File: config.mk
export PLATFORM = sky130hd
export DESIGN_NAME = tms_switch
export DESIGN_NICKNAME = d
export VERILOG_FILES = /design/src/rtl/tms_pkg.sv /design/src/rtl/tms_slot_counter.sv /design/src/rtl/tms_sched_table.sv /design/src/rtl/tms_out_mux.sv /design/src/rtl/tms_switch.sv
export SDC_FILE = /design/constraint.sdc
export NUM_CORES = 1
export LEC_CHECK = 0
export ABC_AREA = 1
export CORE_AREA = 4 4 154 156
export CTS_BUF_LIST = sky130_fd_sc_hd__clkbuf_2 sky130_fd_sc_hd__clkbuf_4 sky130_fd_sc_hd__clkbuf_8
export CTS_CLUSTER_DIAMETER = 120
export DETAILED_ROUTE_END_ITERATION = 6
export DIE_AREA = 0 0 158 160
export PLACE_DENSITY = 0.76
export SKIP_CTS_REPAIR_TIMING = 1
export SLEW_MARGIN = 20
export SYNTH_ARGS = -nofsm -noshare
export SYNTH_HDL_FRONTEND = slang
export SYNTH_HIERARCHICAL = 1
export SYNTH_SLANG_ARGS = --single-unit
File: constraint.sdc
create_clock -name clk -period 2.43 [get_ports clk]
set_input_delay 0.486 -clock clk [delete_from_list [all_inputs] [get_ports clk]]
set_output_delay 0.486 -clock clk [all_outputs]
set_load 0.005 [all_outputs]
File: src/rtl/tms_pkg.sv
package tms_pkg;
  localparam int unsigned NUM_PORTS = 5;
  localparam int unsigned SEL_W     = 3;
  localparam int unsigned ENTRY_W   = NUM_PORTS * SEL_W;
  localparam int unsigned CHOICES   = NUM_PORTS - 1;

  typedef enum logic [2:0] {
    PORT_N = 3'd0,
    PORT_S = 3'd1,
    PORT_W = 3'd2,
    PORT_E = 3'd3,
    PORT_L = 3'd4
  } port_e;

  localparam logic [SEL_W-1:0]   SEL_IDLE   = '1;
  localparam logic [ENTRY_W-1:0] ENTRY_IDLE = '1;
endpackage

File: src/rtl/tms_slot_counter.sv
module tms_slot_counter #(
  parameter int unsigned MAX_PERIOD = 16,
  parameter int unsigned SLOT_W     = $clog2(MAX_PERIOD),
  parameter int unsigned LEN_W      = SLOT_W + 1
) (
  input  logic              clk,
  input  logic              rst,
  input  logic              en,
  input  logic [LEN_W-1:0]  period_len,
  output logic [SLOT_W-1:0] slot
);
  localparam logic [LEN_W-1:0] LAST_MAX = LEN_W'(MAX_PERIOD - 1);
  localparam logic [LEN_W-1:0] LEN_MAX  = LEN_W'(MAX_PERIOD);

  logic [LEN_W-1:0] last_slot;

  always_comb begin
    if (period_len == '0)
      last_slot = '0;
    else if (period_len > LEN_MAX)
      last_slot = LAST_MAX;
    else
      last_slot = period_len - LEN_W'(1);
  end

  always_ff @(posedge clk) begin
    if (rst || !en)
      slot <= '0;
    else if (LEN_W'(slot) >= last_slot)
      slot <= '0;
    else
      slot <= slot + SLOT_W'(1);
  end
endmodule

File: src/rtl/tms_sched_table.sv
module tms_sched_table #(
  parameter int unsigned DEPTH   = 16,
  parameter int unsigned SLOT_W  = $clog2(DEPTH),
  parameter int unsigned ENTRY_W = 15
) (
  input  logic               clk,
  input  logic               rst,
  input  logic               we,
  input  logic [SLOT_W-1:0]  waddr,
  input  logic [ENTRY_W-1:0] wdata,
  input  logic [SLOT_W-1:0]  raddr,
  output logic [ENTRY_W-1:0] rdata
);
  logic [ENTRY_W-1:0] rows [DEPTH];

  always_ff @(posedge clk) begin
    if (rst) begin
      for (int i = 0; i < int'(DEPTH); i++)
        rows[i] <= '1;
    end else if (we && (32'(waddr) < DEPTH)) begin
      rows[waddr] <= wdata;
    end
  end

  always_comb begin
    if (32'(raddr) < DEPTH)
      rdata = rows[raddr];
    else
      rdata = '1;
  end
endmodule

File: src/rtl/tms_out_mux.sv
module tms_out_mux #(
  parameter int unsigned NUM_IN  = 5,
  parameter int unsigned SEL_W   = 3,
  parameter int unsigned OUT_IDX = 0
) (
  input  logic [NUM_IN-1:0] ins,
  input  logic [SEL_W-1:0]  sel,
  output logic              q
);
  always_comb begin
    q = 1'b0;
    for (int k = 0; k < int'(NUM_IN) - 1; k++) begin
      if (sel == SEL_W'(k))
        q = ins[(int'(OUT_IDX) + 1 + k) % int'(NUM_IN)];
    end
  end
endmodule

File: src/rtl/tms_switch.sv
module tms_switch
  import tms_pkg::*;
#(
  parameter int unsigned MAX_PERIOD = 16,
  parameter int unsigned SLOT_W     = $clog2(MAX_PERIOD),
  parameter int unsigned LEN_W      = SLOT_W + 1
) (
  input  logic                 clk,
  input  logic                 rst,
  input  logic                 sched_en,
  input  logic [LEN_W-1:0]     period_len,
  input  logic                 use_global_slot,
  input  logic [SLOT_W-1:0]    global_slot,
  input  logic                 cfg_we,
  input  logic [SLOT_W-1:0]    cfg_slot,
  input  logic [ENTRY_W-1:0]   cfg_sel,
  input  logic [NUM_PORTS-1:0] spike_in,
  output logic [NUM_PORTS-1:0] spike_out,
  output logic [SLOT_W-1:0]    slot_cnt
);
  logic [SLOT_W-1:0]    active_slot;
  logic [ENTRY_W-1:0]   entry;
  logic [NUM_PORTS-1:0] routed;

  tms_slot_counter #(
    .MAX_PERIOD(MAX_PERIOD), .SLOT_W(SLOT_W), .LEN_W(LEN_W)
  ) u_counter (
    .clk(clk), .rst(rst), .en(sched_en),
    .period_len(period_len), .slot(slot_cnt)
  );

  assign active_slot = use_global_slot ? global_slot : slot_cnt;

  tms_sched_table #(
    .DEPTH(MAX_PERIOD), .SLOT_W(SLOT_W), .ENTRY_W(ENTRY_W)
  ) u_table (
    .clk(clk), .rst(rst), .we(cfg_we), .waddr(cfg_slot),
    .wdata(cfg_sel), .raddr(active_slot), .rdata(entry)
  );

  for (genvar o = 0; o < NUM_PORTS; o++) begin : g_out
    tms_out_mux #(
      .NUM_IN(NUM_PORTS), .SEL_W(SEL_W), .OUT_IDX(o)
    ) u_mux (
      .ins(spike_in), .sel(entry[o*SEL_W +: SEL_W]), .q(routed[o])
    );
  end

  always_ff @(posedge clk) begin
    if (rst || !sched_en)
      spike_out <= '0;
    else
      spike_out <= routed;
  end
endmodule

==> results.toml <==
[run_status]
outcome = "finished clean"

[synthesis]
syn_area_um2 = 12580
synth_fa_ha_area_frac = 0.006961
synthXorXnorAreaFrac = 0.002784
synth_edf_count = 240
synth.most_common_cell = "nand2_1"
synth_flop_cell = "edfxtp_1"
yosys.area.top_type = "edfxtp_1"
avgSynthCellArea_um2 = 8.606
synth_seq_cells = 249
synth_compound_area_frac = 0.006663
synthMuxAreaShare = 0
async_reset_ff_frac = 0
synth_top_family_by_area = "simple AND/OR/NAND/NOR gates"
synth_nets = 1507
yosysSeqAreaShare = 0.5871
yosys.area_share.simple = 0.2862
netlist_top_cells_area = "edfxtp_1 (57%), nand2_1 (18%), nand3_1 (7.4%), inv_1 (7.2%), dfxtp_1 (1.4%)"
yosysUniqueCellTypes = 26
synthTopCellsByCount = "nand2_1 (612), edfxtp_1 (240), inv_1 (240)"
syn_inst = 1462
synth_top_area_frac = 0.5728
yosys_warnings = 6

[drt]
viasPerCell = 5.376
final_antenna_net_count = 0
dr.first_iter.drc_count = 1148
drc = 0
vias = 9994
wl_per_cell_um = 17.86
wl_um = 33200
drtPass1Iterations = 5

[grt]
grt_pass1_wl_um = 50680
antenna_found_initial = 0
grt_overflow = 0
grt_max_degree = 52
grt_pass1_vias = 9628
grt_usage = 0.2617

[critical_path]
path_buf_inv = 6
worstSetupEndpointType = "flop"
r2r-end = "spike_out[0]$_SDFF_PP0_"
arrival_ns = 2.65
required_ns = 2.85
critPathKind = "in -> reg"
start_kind = "input pin"
cp_common_cell = "nand2_1"
crit_chain = "clkdlybuf4s50_1 > inv_2 > nand2_1 > nand2_4 > inv_4 > buf_16 > nand2_1 > nand2_1 > nand2_1 > nand3_1 > nand3_1 > nand2_1 > inv_1 > nand2_1 > nand3_1 > nand2_1 > nor2_2 > inv_1 > nor2_1"
r2r_cells = 16
cp_num_cells = 19
critPathMaxStageDelay_ns = 0.52
slowest_stage = "clkdlybuf4s50_1"
r2r-start = "u_counter/slot[0]$_SDFF_PP0_"
r2r_slack_ns = 0.32
path_max_fanout = 26
cp_top_family = "buffers and inverters"

[timing]
hold_viol_final = 0
fin_crit_ns = 2.230
hold_slack_ns = 0.5066
max_slew_margin = 0.6405
rsz0062_at_grt = "false"
slew_viol_final = 0
setup_slack_ns = 0.1996
tightestPinTransition_ns = 0.5386
setup_viol = 0
post-route-period-util = 0.9179
fin_skew_ns = 0.01221
fmax_mhz = 448.3
finalSetupTns_ns = 0

[power_and_ir_drop]
finalPower_mw = 9.716
swShare = 0.2604
clockPowerShare = 0.343
p_per_area_nw_per_um2 = 668.5
irDropWorstVdd_mv = 0.3417
p_switching_mw = 2.530
p_leak_nw = 6.413
p_comb_frac = 0.141
p_int_mw = 7.186
power.share.sequential = 0.516

[floorplan]
die_y_um = 160
start_util = 0.5626
rows = 55
ioPinCount = 47
dieArea_um2 = 25280
core_area_um2 = 22370
die_width_um = 158

[worst_hold_path]
whs_path_depth = 1
holdCritPathClass = "reg -> reg"
worstHoldStart = "u_counter/slot[0]$_SDFF_PP0_"
min_to = "u_counter/slot[0]$_SDFF_PP0_"

[placed_design]
io_buffers = 46
dp_slack_ns = -0.4064
gp_congestion = 0.9295
placed_area_um2 = 13790
dp_hpwl_um = 21410

[clock_network]
cts_made_buffers = 41
clk_pin_slew_ns = 0.06
clock_latency_ns = 0.54
cts_tree = "built"
cts.sinks = 249
cts_root_buffer = "clkbuf_8"
htreeDepth = 2
clock_path_buffers = 3

[final_layout]
syn_to_final_growth_pct = 15.51
nets = 1597
drive_gt1_frac = 0.1118
post-route-cell-area_um2 = 14530
diodes = 0

[job]
cap_violations = 0
[flip-flops by register name (all words and copies together) (netlist names)]
signal	count
u_table/rows	240
spike_out	5
u_counter/slot	4
[metal layers]
metal,global-route usage,up-vias,routed length (um)
met3,0.04065,110,3062
met5,0,-,0
met2,0.4236,490,15800
met1,0.3450,4661,12620
met4,0.1268,0,1711
li1,-,4733,-
[worst max path at each step]
stage	start	endpoint	slack [ns]
floorplan	cfg_slot[3]	u_table/rows[0][0]$_SDFFCE_PN1P_	-0.07
global placement	use_global_slot	spike_out[4]$_SDFF_PP0_	-0.27
detailed placement	use_global_slot	spike_out[4]$_SDFF_PP0_	-0.41
CTS	use_global_slot	spike_out[4]$_SDFF_PP0_	0.15
global route	use_global_slot	spike_out[3]$_SDFF_PP0_	0.005
finish	use_global_slot	spike_out[4]$_SDFF_PP0_	0.20
[cells in the final DEF (no fill, tap or decap), types with 7 or more instances in the layout]
| cell | netlist | routed |
|---|---|---|
| inv_2 | 11 | 10 |
| o21ai_1 | 3 | 14 |
| buf_12 | 0 | 16 |
| clkdlybuf4s50_1 | 0 | 46 |
| nand2_1 | 612 | 610 |
| clkbuf_8 | 0 | 42 |
| nand3_1 | 186 | 186 |
| inv_1 | 240 | 240 |
| nor2_1 | 25 | 25 |
| clkinv_1 | 0 | 10 |
| clkbuf_4 | 0 | 12 |
| edfxtp_1 | 240 | 240 |
| ha_1 | 7 | 7 |
| dfxtp_1 | 9 | 9 |
| nor2_4 | 13 | 13 |
| buf_4 | 7 | 64 |
[power groups by stage]
| stage | clock network, mW | registers [mW] | logic, mW |
|---|---|---|---|
| finish | 3.33 | 5.01 | 1.37 |
| global route | 3.61 | 5.03 | 1.49 |
| CTS | 3.40 | 5.01 | 1.34 |
| detailed placement | 0 | 5.10 | 1.34 |
| global placement | 0 | 5.09 | 1.31 |
| floorplan | 0 | 5.08 | 0.772 |
[final cells by class]
class,instances,area [um^2]
sequential,249,7387
tap,285,356.6
clock buffer,54,668.1
clock inverter,11,46.29
inverter,251,944.7
fill,1765,7831
timing repair buffer,128,1314
multi-input combinational,881,3817
[metrics by stage]
stage          cells  utilization
2_1_floorplan   1462            -
3_3_place_gp    1793       0.6164
3_5_place_dp    1793       0.6164
4_1_cts         1858       0.6483
5_1_grt         1859       0.6498
6_report        1859       0.6498
[logic make-up after synthesis]
group | count (synthesis)
AND/OR/NAND/NOR | 854
buffers and inverters | 332
flip-flops | 249
AO/OA/AOI/OAI | 16
adder cells (fa/ha/maj) | 7
XOR/XNOR | 4
Power figures use the tool's default switching activity.
